[src/rtl/vload_stride_unit.sv]
module vload_stride_unit #(
  parameter int AW    = 16,
  parameter int DW    = 64,
  parameter int NBANK = 16,
  parameter int BUSY  = 4,
  parameter int LAT   = 12,
  parameter int MAXVL = 64
) (
  input  logic                       clk,
  input  logic                       rst_n,
  input  logic                       start,
  input  logic [AW-1:0]              base,
  input  logic [AW-1:0]              stride,
  input  logic [$clog2(MAXVL+1)-1:0] vlen,
  output logic                       busy,
  output logic                       req_valid,
  output logic [$clog2(NBANK)-1:0]   req_bank,
  output logic [AW-$clog2(NBANK)-1:0] req_addr,
  output logic                       wr_en,
  output logic [$clog2(MAXVL)-1:0]   wr_idx,
  output logic [DW-1:0]              wr_data,
  output logic                       done
);
  localparam int BW = $clog2(NBANK);
  localparam int IW = $clog2(MAXVL);
  localparam int LW = $clog2(MAXVL+1);
  localparam int CW = $clog2(BUSY);

  logic          run;
  logic [AW-1:0] addr_q, stride_q;
  logic [LW-1:0] vl_q, iss_q, vl_eff;
  logic [CW-1:0] bcnt [NBANK];
  logic          pv   [LAT];
  logic [IW-1:0] pidx [LAT];
  logic [AW-1:0] paddr[LAT];

  assign vl_eff    = (vlen > LW'(MAXVL)) ? LW'(MAXVL) : vlen;
  assign busy      = run;
  assign req_bank  = addr_q[BW-1:0];
  assign req_addr  = addr_q[AW-1:BW];
  assign req_valid = run && (iss_q < vl_q) && (bcnt[req_bank] == '0);
  assign wr_en     = pv[LAT-1];
  assign wr_idx    = pidx[LAT-1];
  assign wr_data   = {(DW/(2*AW)){paddr[LAT-1], ~paddr[LAT-1]}};

  always_ff @(posedge clk) begin
    if (!rst_n) begin
      run      <= 1'b0;
      done     <= 1'b0;
      addr_q   <= '0;
      stride_q <= '0;
      vl_q     <= '0;
      iss_q    <= '0;
    end else begin
      done <= 1'b0;
      if (!run && start) begin
        addr_q   <= base;
        stride_q <= stride;
        vl_q     <= vl_eff;
        iss_q    <= '0;
        if (vl_eff == '0) done <= 1'b1;
        else              run  <= 1'b1;
      end else if (req_valid) begin
        addr_q <= addr_q + stride_q;
        iss_q  <= iss_q + 1'b1;
      end
      if (run && wr_en && ({1'b0, wr_idx} == LW'(vl_q - 1'b1))) begin
        run  <= 1'b0;
        done <= 1'b1;
      end
    end
  end

  for (genvar g = 0; g < NBANK; g++) begin : g_bank
    always_ff @(posedge clk) begin
      if (!rst_n)                                  bcnt[g] <= '0;
      else if (req_valid && req_bank == BW'(g))    bcnt[g] <= CW'(BUSY-1);
      else if (bcnt[g] != '0)                      bcnt[g] <= bcnt[g] - 1'b1;
    end
  end

  for (genvar k = 0; k < LAT; k++) begin : g_lat
    always_ff @(posedge clk) begin
      if (!rst_n) begin
        pv[k]    <= 1'b0;
        pidx[k]  <= '0;
        paddr[k] <= '0;
      end else if (k == 0) begin
        pv[k]    <= req_valid;
        pidx[k]  <= iss_q[IW-1:0];
        paddr[k] <= addr_q;
      end else begin
        pv[k]    <= pv[k-1];
        pidx[k]  <= pidx[k-1];
        paddr[k] <= paddr[k-1];
      end
    end
  end
endmodule

[config.mk]
export PLATFORM = sky130hd
export DESIGN_NAME = vload_stride_unit
export DESIGN_NICKNAME = d
export VERILOG_FILES = /design/src/rtl/vload_stride_unit.sv
export SDC_FILE = /design/constraint.sdc
export NUM_CORES = 1
export LEC_CHECK = 0
export ABC_AREA = 1
export BUFFER_PORTS_ARGS = -buffer_cell sky130_fd_sc_hd__buf_2
export CAP_MARGIN = 20
export CORE_MARGIN = 2
export CORE_UTILIZATION = 47
export DETAILED_ROUTE_END_ITERATION = 8
export HOLD_SLACK_MARGIN = 0.08
export PLACE_DENSITY = 0.66
export SYNTH_ARGS = -nofsm -noshare
export SYNTH_HDL_FRONTEND = slang
export SYNTH_SLANG_ARGS = --single-unit
[constraint.sdc]
create_clock -name clk -period 2.7 [get_ports clk]
set_input_delay 0.81 -clock clk [delete_from_list [all_inputs] [get_ports clk]]
set_output_delay 0.81 -clock clk [all_outputs]
set_load 0.1 [all_outputs]
* Word-level counts from Yosys, hierarchy flattened
Memory sizes are Yosys's and may differ from the RTL's. A register that Yosys moved wholly into a read port is not among the register bits.
Cells that the tools add are included.
** Cells by class
- $add $sub $neg :: 19
- Order comparisons :: 2
- Equality and inequality tests :: 16
- Muxes and demuxes :: 190
- Bitwise logic cells :: 71
- Reductions and logical operators :: 45
** Operators by type and width (number)
- 16-bit 2-to-1 mux :: 14
- 1-bit 2-to-1 mux :: 129
- 6-bit 2-to-1 mux :: 12
- 1-bit bitwise OR :: 68
- 2-bit 2-to-1 mux :: 32
- 2-bit nonzero test :: 17
- 4-bit == test, second input constant :: 8
- 2-bit by 1-bit subtractor with 2-bit output, second input constant :: 16
- 1-bit logical AND :: 21
- 16-bit adder :: 1
- 4-bit by 3-bit == test with 1-bit output, second input constant :: 4
- 16-bit inverter :: 1
- 4-bit by 2-bit == test with 1-bit output, second input constant :: 2
- 4-bit 2-to-1 mux :: 2
- 7-bit by 1-bit adder with 7-bit output, second input constant :: 1
- 6-bit by 7-bit == test with 1-bit output :: 1
- 7-bit > comparator, second input constant :: 1
- 7-bit logical NOT :: 1
- 7-bit < comparator :: 1
- 7-bit 2-to-1 mux :: 1
- 7-bit by 1-bit subtractor with 7-bit output, second input constant :: 1
- 4-bit by 1-bit == test with 1-bit output, second input constant :: 1
- 4-bit logical NOT :: 1
- 2-bit OR reduction :: 2
- other kinds (4) :: 5
** Storage, ports and cells
- Bits in registers :: 48
- RAM bits :: 308
- Input bits :: 42
- Memories :: 4
** Memory list
- paddr :: words 12, bits a word 16, rd ports 12, clocked after Yosys merged registers in 0, write ports 12, RTL line 35 : logic [AW-1:0] paddr[LAT];
- pidx :: words 12, bits a word 6, rd ports 12, clocked after Yosys merged registers in 0, write ports 12, RTL line 34 : logic [IW-1:0] pidx [LAT];
- bcnt :: words 16, bits a word 2, rd ports 17, clocked after Yosys merged registers in 1, write ports 16, RTL line 32 : logic [CW-1:0] bcnt [NBANK];
- pv :: words 12, bits a word 1, rd ports 12, clocked after Yosys merged registers in 0, write ports 12, RTL line 33 : logic pv [LAT];

* Logic depth before layout (Yosys ltp)
Gate-level depths: netlist (run 1).
- Word-level depth :: 9
- Depth in mapped cells :: 14

* Worst setup path before layout (run 1)
OpenSTA, ideal clock, no wires.
- Path kind :: reg-to-output
- Start point :: register run (netlist: busy)
- End point :: output port req_valid
- Data arrival time :: 1913 ps
- Required time :: 1890 ps
- Slack :: -23 ps
- Stages on the path, launching flop included :: 6
- Buffers on the path :: 1
- Path through :: dfxtp_1 inv_1 nor2_4 nand3_4 inv_2 buf_6
** Between the ends
- Cells in the longest elaborated chain, start to end :: 2
** RTL lines
- from (decl) :: RTL line 29 : logic run;
- from (signal assigned) :: RTL line 48 : run <= 1'b0;
- from (signal assigned) :: RTL line 62 : else run <= 1'b1;
- from (signal assigned) :: RTL line 68 : run <= 1'b0;
- 1-bit logical AND (2 in a row) :: RTL line 41 : assign req_valid = run && (iss_q < vl_q) && (bcnt[req_bank] == '0);
- to (decl) :: RTL line 16 : output logic req_valid,
No other way between the ends.

* Worst setup path in the final report (run 1)
- Start point :: register vl_q[2]
- End point :: output port req_valid
** Between the ends
- Cells in the longest elaborated chain, start to end :: 3
** RTL lines
- from (decl) :: RTL line 31 : logic [LW-1:0] vl_q, iss_q, vl_eff;
- from (signal assigned) :: RTL line 59 : vl_q <= vl_eff;
- 7-bit < comparator :: RTL line 41
- 1-bit logical AND (2 in a row) :: RTL line 41
No other way between the ends.

==> metrics.cfg, run 1 <==
[placement]
dpl.hpwl_um = 15600
gp_congestion = 0.860
dpl.cell_count = 2165
place.port_buffers = 131

[clock_network]
insertion_delay_ns = 0.52
htree_levels = 2
cts_num_sinks = 360
cts_tree = done
clk_path_buf_depth = 3
cts_buffers = 36
clk_pin_slew_ns = 0.06
cts_root_buffer = clkbuf_16

[yosys]
synth-main-ff-cell = dfxtp_1
syn_area_sq_um = 13900
synth-edff-count = 32
synth_seq_cells = 360
synth_cells = 1749
synth.avg_cell_area_sq_um = 7.95
yosys.area.top_type = dfxtp_1
syn-num-nets = 1831
synth_area_leaders = dfxtp_1 (47%), nand2_1 (12%), inv_1 (11%)
synth_top_area_share_pct = 47.2
async_flop_share_pct = 0
synth_cell_types = 34
yosysSeqAreaShare_pct = 54.1
synth_warnings = 0

[worst_setup_path]
cp_num_buf_inv = 3
critPathTopFamily = simple AND/OR/NAND/NOR gates
path_class = register to primary output
path_cells = inv_2 -> ha_4 -> a21oi_2 -> nand2_1 -> nand2_1 -> nand2_2 -> nor2_4 -> nand3_4 -> inv_4 -> buf_12
cp.arrival_ns = 1.99
cp_slowest_cell = dfxtp_2
end_kind = primary output
crit_end = req_valid
r2r_slack_ns = 0.59
ff2ff_path_depth = 11
worstPathRequired_ns = 1.89
startpoint = vl_q[2]
critical_path_depth = 10
worstPathMaxFanout = 2
max_stage_delay_ns = 0.34
crit_top_cell = nand2_1
cp-start-kind = register

[floorplan]
die_h_um = 176
core.rowCount = 62
core_area_sq_um = 28900
die_w_um = 176
ios = 132
start_util_pct = 48.1
dieArea_sq_um = 31000

[timing]
finalCritPeriodShare_pct = 104
final-setup-viol-count = 1
hold_viol_final = 0
drv_slew = 0
max_freq_ghz = 0.358
rsz0062_at_grt = true
fin_skew_ns = 0.0143
relSlewSlack_pct = 61.4
period_needed_ns = 2.80
tightestPinTransition_ns = 0.579
worst_slack_ns = -0.0958

[drt]
via_per_inst = 4.47
drtAntennaViolNets = 0
vias = 9993
drt_iter0_drc = 547
wl_per_cell_um = 10.7
postRouteWirelength_um = 24000
drcViolationCount = 0
first_pass_iters = 5

[hold_path]
worstHoldPathType = register to register

[grt]
grt_pass1_vias = 9083
track_usage_pct = 15.5
grt_overflow = 0
grt_max_degree = 123
grt_pass1_wl_um = 40600
antenna_found_initial = 0

[power_and_ir_drop]
p_leak_uw = 0.00924
p_per_area_nw_per_um2 = 826
power_frac_comb_pct = 17.2
power.switching_uw = 3710
swShare_pct = 28.3
clock_power_share_pct = 37.2
total_power_uw = 13100
seqPwrFrac_pct = 45.6
internal_power_uw = 9400
ir_worst_vdd_uv = 423

[finish]
area_growth_pct = 14.1
final_cells = 2234
most-common-layout-cells = nand2_1 (446), inv_1 (410), dfxtp_1 (317), buf_2 (129), nor2_1 (122)
nFillCells = 2659
layout-drive-gt1-share_pct = 13.6
final_net_count = 1906
layout_commonest_cell = nand2_1
antennaDiodeCount = 0

[run]
maxCapViolations = 0

[run_status]
violations = negative setup slack
outcome = finished with violations

[cells in the mapped netlist, drive strengths merged, types with 10 or more instances]
library cell and n:
nand4 53, nand3 94, dfxtp 328, clkbuf 47, a21oi 18, edfxtp 32, nand3b 11, o21ai 31
inv 419, nand2 448, ha 39, nor2 124, xor2 10, buf 67
[kinds of logic (layout without fill, tap and decap cells)]
logic type	Yosys count	after routing	synth area share, %
buffers and inverters	533	634	16.2
AND/OR/NAND/NOR	742	742	22.7
flip-flops	360	360	54.1
XOR/XNOR	17	17	1.07
AO/OA/AOI/OAI	57	57	2.20
adder cells (fa/ha/maj)	40	40	3.65
[power by group through the flow]
stage | Sequential, uW | Clock [uW] | Combinational (uW)
6_report | 5980 | 4870 | 2260
5_1_grt | 6010 | 5230 | 2560
4_1_cts | 5980 | 5020 | 2250
3_5_place_dp | 6100 | 0 | 2230
3_3_place_gp | 6090 | 0 | 2140
2_1_floorplan | 6300 | 0 | 1490
[worst min path at each step]
stage,from,endpoint,depth (start not counted)
4_1_cts,paddr[0][40],paddr[0][56],2
6_report,paddr[1][12],paddr[1][28],2
5_1_grt,paddr[1][3],paddr[1][19],2
2_1_floorplan,paddr[0][0],paddr[0][16],2
3_3_place_gp,pidx[0][15],pidx[0][21],2
3_5_place_dp,paddr[2][1],paddr[2][17],2
[registers in the layout, indices dropped and copies added (netlist names), named ones only]
name      count
addr_q       16
done          1
pv           12
paddr       192
iss_q         7
vl_q          7
stride_q     16
pidx         72
bcnt         32
busy          1
[through the flow]
stage | util, % | instance area (sq um) | worst slack, ns | hold WS [ns] | setup TNS (ns)
after floorplan | - | 13900 | 0.171 | 0.390 | 0
after global placement | 50.4 | 14600 | 0.237 | 0.391 | 0
after detailed placement | 50.4 | 14600 | 0.238 | 0.395 | 0
after CTS | 54.8 | 15900 | -0.136 | 0.406 | -0.136
after global routing | 54.8 | 15900 | -0.206 | 0.419 | -0.206
final | 54.8 | 15900 | -0.0958 | 0.404 | -0.0958
[layer usage]
layer  wire (um)  GRT usage (%)
met1       11000           19.6
met2       10700           26.3
met5           0              0
met4         468           4.96
met3        1750           3.75
[what timing repair did]
action | in CTS | in global routing
endpoints found under the setup margin | 1 | 1
hold buffers | 0 | 0
setup buffers | 5 | 0
pin swaps | 11 | 1
resized for setup | 27 | 1
[area by class of cell]
| cell class | count | area, sq um | area share, % |
|---|---|---|---|
| sequential | 360 | 7540 | 47.5 |
| multi-input combinational | 856 | 4200 | 26.5 |
| inverter | 419 | 1580 | 9.97 |
| clock buffer | 49 | 1030 | 6.50 |
| timing repair buffer | 151 | 893 | 5.63 |
| tap | 384 | 480 | 3.03 |
| clock inverter | 15 | 141 | 0.891 |
[worst register-to-register path: stages (launching register included)]
cell and delay (ns):
dfxtp_1 0.57, inv_6 0.10, nand3_1 0.13, nand3_1 0.08, nand3_1 0.14, nand3_4 0.10, nand3_4 0.10, buf_4 0.32
nand2_4 0.12, inv_2 0.21, nor2_1 0.06, nor2_1 0.11
No activity file was read; power rests on OpenSTA's default activity.
==> inputs of run 2 (changes only) <==
Settings changed: ABC_AREA 1 to not set.
==> metrics.cfg, run 2 <==
[yosys]
synth_common_cells = dfxtp_1 (328), and2_1 (274), nand2_1 (68), inv_1 (62), buf_4 (55)
syn-num-nets = 1296
synth_cells = 1214
async_flop_share_pct = 0
yosysSeqAreaShare_pct = 58.3
post_synth_and_or_nand_nor_area_fraction_pct = 20.5
synth_warnings = 0
synth_cell_types = 60
synth_top_family_by_area = simple AND/OR/NAND/NOR gates
synth.area.mux_share_pct = 0.427
yosys.area.top_type = dfxtp_1
synth-edff-count = 32
synth_xor_area_share_pct = 1.83
syn_area_sq_um = 12900
synth.avg_cell_area_sq_um = 10.6
synth_top_area_share_pct = 50.9
synth_area_leaders = dfxtp_1 (51%), and2_1 (13%), edfxtp_1 (7.4%)
synth-main-ff-cell = dfxtp_1
synth_fa_ha_area_share_pct = 3.94
synth_compound_area_share_pct = 8.23
yosysMostFrequentCell = dfxtp_1
synth_seq_cells = 360

[worst_setup_path]
critPathTopFamily = simple AND/OR/NAND/NOR gates
r2r_slack_ns = 0.06
worstPathMaxFanout = 2
worstPathRequired_ns = 1.89
reg2reg_from = bcnt[0][0]
cp-start-kind = register
path_cells = o41ai_4 -> nor4_4 -> nor4_4 -> nand2_4 -> inv_6 -> buf_12
max_stage_delay_ns = 0.45
crit_top_cell = nor4_4
ff2ff_path_depth = 8
path_class = register to primary output
cp.arrival_ns = 2.21
startpoint = bcnt[0][0]
cp_num_buf_inv = 2
end_kind = primary output
critical_path_depth = 6
r2r-end = bcnt[4][1]
crit_end = req_valid
cp_slowest_cell = edfxtp_1

[floorplan]
start_util_pct = 47.9
dieArea_sq_um = 28800
core_area_sq_um = 27000
ios = 132
die_w_um = 170
core.rowCount = 60
die_h_um = 170

[grt]
gr-usage-met2_pct = 24.3
grt_pass1_vias = 7468
grt_overflow = 0
antenna_found_initial = 0
grt_pass1_wl_um = 35100
grt.busiest_layer = met2
use_met1_pct = 19.3
use_met3_pct = 3.36
grt_max_degree = 79
track_usage_pct = 14.8

[clock_network]
clk_pin_slew_ns = 0.06
insertion_delay_ns = 0.52
clk_path_buf_depth = 3
cts_root_buffer = clkbuf_16
htree_levels = 2
cts_num_sinks = 360
cts_tree = done
hold_buffers = 0
cts_buffers = 37

[drt]
first_pass_iters = 4
wl_per_cell_um = 12.6
vias = 7956
drt_iter0_drc = 394
postRouteWirelength_um = 21100
via_per_inst = 4.73
drtAntennaViolNets = 0
drcViolationCount = 0

[timing]
finalCritPeriodShare_pct = 112
hold_viol_final = 0
rsz0062_at_grt = true
drv_slew = 0
period_needed_ns = 3.02
worst_slack_ns = -0.316
final-setup-viol-count = 1
tightestPinTransition_ns = 0.496
max_freq_ghz = 0.332
fin_skew_ns = 0.0191
relSlewSlack_pct = 66.9

[power_and_ir_drop]
internal_power_uw = 9490
total_power_uw = 12700
power.switching_uw = 3190
seqPwrFrac_pct = 47.4
power_frac_comb_pct = 13.1
swShare_pct = 25.1
p_leak_uw = 0.00642
clock_power_share_pct = 39.5
p_per_area_nw_per_um2 = 840
ir_worst_vdd_uv = 379

[run]
maxCapViolations = 0

[finish]
final_cells = 1681
nFillCells = 2293
register_area_sq_um = 7540
reg_top3 = paddr x192, pidx x72, bcnt x32
final_net_count = 1396
antennaDiodeCount = 0
layout_commonest_cell = dfxtp_1
multi_input_area_sq_um = 4640
area_growth_pct = 17.0
design_area_sq_um = 15100
most-common-layout-cells = dfxtp_1 (322), and2_1 (274), buf_2 (129), nand2_1 (68), inv_1 (61)
largest_register_ffs = 192
top_register = paddr
layout-drive-gt1-share_pct = 19.4

[placement]
dpl.hpwl_um = 13200
gp_congestion = 0.821
place.port_buffers = 131
dpl.cell_count = 1606
dpl-instance-area_sq_um = 13600

[hold_path]
worstHoldPathType = register to register

[run_status]
violations = negative setup slack
outcome = finished with violations

[run 2: changes by cell type after synthesis, moves of 22 or more]
cell	previous run	this run
a21boi_0	0	32
and2_1	2	274
inv_1	415	62
nand2_1	447	68
nand2b_1	0	22
nand3_1	90	20
nand4_1	53	2
nor2_1	123	29
o22ai_1	0	30
[run 2: how the worst min path moves through the flow]
stage                      start      endpoint  slack [ns]  depth (start not counted)
floorplan            paddr[0][0]  paddr[0][16]        0.41                          1
global placement      pidx[0][5]   pidx[0][11]        0.41                          1
detailed placement  paddr[0][13]  paddr[0][29]        0.42                          1
CTS                 paddr[0][35]  paddr[0][51]        0.41                          1
global route        paddr[0][36]  paddr[0][52]        0.43                          1
finish              paddr[0][35]  paddr[0][51]        0.42                          1
[run 2: what timing repair did]
action                     CTS  global route
setup endpoints to repair    3            33
gates cloned                 0             0
setup buffers                4             6
gates resized for setup     12            20
pin swaps                    6            11
[run 2: final cells by class]
| type | count | area share (%) |
|---|---|---|
| timing repair buffer | 172 | 6.73 |
| multi-input combinational | 680 | 30.8 |
| clock buffer | 52 | 6.84 |
| tap | 341 | 2.83 |
| inverter | 63 | 1.60 |
| sequential | 360 | 49.9 |
| clock inverter | 13 | 1.31 |
[run 2: cells by family after synthesis]
family                     Yosys count
xor gates and xnor gates            27
adders and majority gates           40
buffers and inverters              174
muxes                                3
AOI/OAI and AO/OA                  153
DFF                                360
and+or+nand+nor                    457
[run 2: through the flow]
stage / TNS, ns / utilization [%] / hold slack (ns) / setup slack [ns]
floorplan: -0.0252 / - / 0.412 / -0.0252
global placement: 0 / 50.6 / 0.414 / 0.0490
detailed placement: -0.0763 / 50.6 / 0.417 / -0.0373
finish: -0.316 / 56.0 / 0.417 / -0.316
CTS: -0.346 / 55.5 / 0.412 / -0.346
global route: -0.919 / 56.0 / 0.435 / -0.387
[run 2: power by group through the flow]
stage / clock (uW) / combinational (uW) / sequential (uW)
2_1_floorplan: 0 / 1010 / 6210
3_3_place_gp: 0 / 1470 / 6080
3_5_place_dp: 0 / 1520 / 6100
4_1_cts: 5150 / 1600 / 5990
5_1_grt: 5380 / 1860 / 6050
6_report: 5010 / 1650 / 6010
[run 2: metal layers]
metal	up-vias	wire, um	share of wire, %
met3	40	1360	6.4
met5	-	0	0
li1	4119	-	-
met2	212	9520	45
met4	0	434	2.1
met1	3585	9810	46
==> inputs of run 3 (changes only) <==
Settings changed: CELL_PAD_IN_SITES_DETAIL_PLACEMENT set to 0, CELL_PAD_IN_SITES_GLOBAL_PLACEMENT set to 2, CORE_UTILIZATION 47 to 34, PLACE_DENSITY 0.66 to not set, PLACE_DENSITY_LB_ADDON set to 0.1.
Clock period 2.7 ns to 2.45 ns, I/O delays scaled along.
==> metrics.cfg, run 3 (synthesis gave the netlist of run 2 again) <==
[run_status]
outcome = finished with violations
violations = negative setup slack

[power_and_ir_drop]
swShare_pct = 26.1
p_per_area_nw_per_um2 = 913
clock_power_share_pct = 39.9
seqPwrFrac_pct = 45.4
internal_power_uw = 10800
power_frac_comb_pct = 14.6
total_power_uw = 14600
p_leak_uw = 0.00670
power.switching_uw = 3800
ir_worst_vdd_uv = 456

[timing]
drv_slew = 0
period_needed_ns = 2.91
worst_slack_ns = -0.455
rsz0062_at_grt = true
hold_ws_ns = 0.422
max_freq_ghz = 0.344
relSlewSlack_pct = 56.5
finalCritPeriodShare_pct = 119
tightestPinTransition_ns = 0.653
hold_viol_final = 0
final-setup-viol-count = 37
fin_skew_ns = 0.0184

[finish]
antennaDiodeCount = 0
layout_commonest_cell = dfxtp_1
nFillCells = 3712
layout-drive-gt1-share_pct = 24.6
top_register = paddr
largest_register_ffs = 192
reg_top3 = paddr x192, pidx x72, bcnt x32
most-common-layout-cells = dfxtp_1 (313), and2_1 (274), buf_2 (129), nand2_1 (66), inv_1 (61)
area_growth_pct = 23.5
final_net_count = 1437

[run]
maxCapViolations = 0

[worst_setup_path]
r2r-end = bcnt[4][1]
worstPathRequired_ns = 1.71
cp-start-kind = register
path_class = register to primary output
worstPathMaxFanout = 2
r2r_slack_ns = -0.44
end_kind = primary output
ff2ff_path_depth = 12
reg2reg_from = bcnt[11][1]
path_cells = or3b_4 -> o311ai_4 -> a21oi_2 -> nor4_4 -> nand2_4 -> inv_6 -> buf_12
cp_slowest_cell = or3b_4
cp.arrival_ns = 2.17
max_stage_delay_ns = 0.42

[placement]
dpl.hpwl_um = 15500
place.port_buffers = 131
gp_congestion = 0.755

[hold_path]
worstHoldPathType = register to register
holdPathEnd = paddr[1][51]
hold_path_depth = 1
min-delay-start = paddr[1][35]

[clock_network]
htree_levels = 2
cts_tree = done
cts_buffers = 41
cts_num_sinks = 360
clk_pin_slew_ns = 0.06
hold_buffers = 0
insertion_delay_ns = 0.54
clk_path_buf_depth = 3
cts_root_buffer = clkbuf_16

[floorplan]
core.rowCount = 71
dieArea_sq_um = 39500
core_area_sq_um = 37500
die_w_um = 199
die_h_um = 199
ios = 132
start_util_pct = 34.4

[grt]
antenna_found_initial = 0
grt_pass1_wl_um = 39600
grt_max_degree = 99
grt_overflow = 0
grt_pass1_vias = 7767
track_usage_pct = 12.5

[drt]
vias = 8050
drtAntennaViolNets = 0
via_per_inst = 4.25
first_pass_iters = 4
postRouteWirelength_um = 24600
drcViolationCount = 0
drt_iter0_drc = 300
wl_per_cell_um = 13.0

run 3: layer usage:
metal	GRT usage, %	part of all wire [%]	wire length (um)
met4	4.12	2.2	538
met2	20.6	45	11000
met5	0	0	0
met3	2.70	5.2	1270
met1	16.3	48	11800
run 3: stage by stage:
stage / area, sq um / worst slack (ns) / TNS [ns] / util (%) / std cells
after floorplan: 13000 / -0.0554 / -0.0799 / - / 1214
after global placement: 14000 / -0.0637 / -0.197 / 37.4 / 1789
after detailed placement: 14000 / -0.105 / -2.29 / 37.4 / 1789
after CTS: 15600 / -0.532 / -8.06 / 41.7 / 1881
after global routing: 15900 / -0.535 / -10.58 / 42.5 / 1896
final: 15900 / -0.455 / -7.03 / 42.5 / 1896
run 3: cell type report:
class                      instances  area, sq um  share of cell area (%)
clock buffer                      57         1190                    7.44
clock inverter                    16          140                   0.879
inverter                          63          241                    1.51
multi-input combinational        680         4790                    30.1
sequential                       360         7550                    47.4
tap                              511          639                    4.01
timing repair buffer             209         1390                    8.70
run 3: critical path, delay by kind of cell (launching register included):
kind	cells	cell delay [ns]
compound gates	2	0.18
buf+inv	2	0.26
flops	1	0.39
simple gates	3	0.82
run 3: worst max path at each step:
stage	from	end	cells past startpoint
floorplan	bcnt[11][0]	req_valid	7
global placement	register	req_valid	7
detailed placement	vl_q[5]	bcnt[7][1]	12
CTS	bcnt[11][0]	req_valid	7
global route	bcnt[11][1]	req_valid	7
finish	bcnt[11][1]	req_valid	7
run 3: timing repair:
| action | 4_1_cts | 5_1_grt |
|---|---|---|
| hold endpoints to repair | 0 | 0 |
| gates resized for setup | 23 | 47 |
| setup buffers | 19 | 17 |
| endpoints found under the setup margin | 29 | 77 |
| pin swaps | 12 | 18 |
run 3: power by group through the flow:
| stage | registers [uW] | clock network (uW) | logic [uW] |
|---|---|---|---|
| after detailed placement | 6730 | 0 | 1760 |
| after global routing | 6660 | 6290 | 2370 |
| after global placement | 6720 | 0 | 1760 |
| after floorplan | 6850 | 0 | 1130 |
| final | 6610 | 5810 | 2130 |
| after CTS | 6600 | 6050 | 1900 |
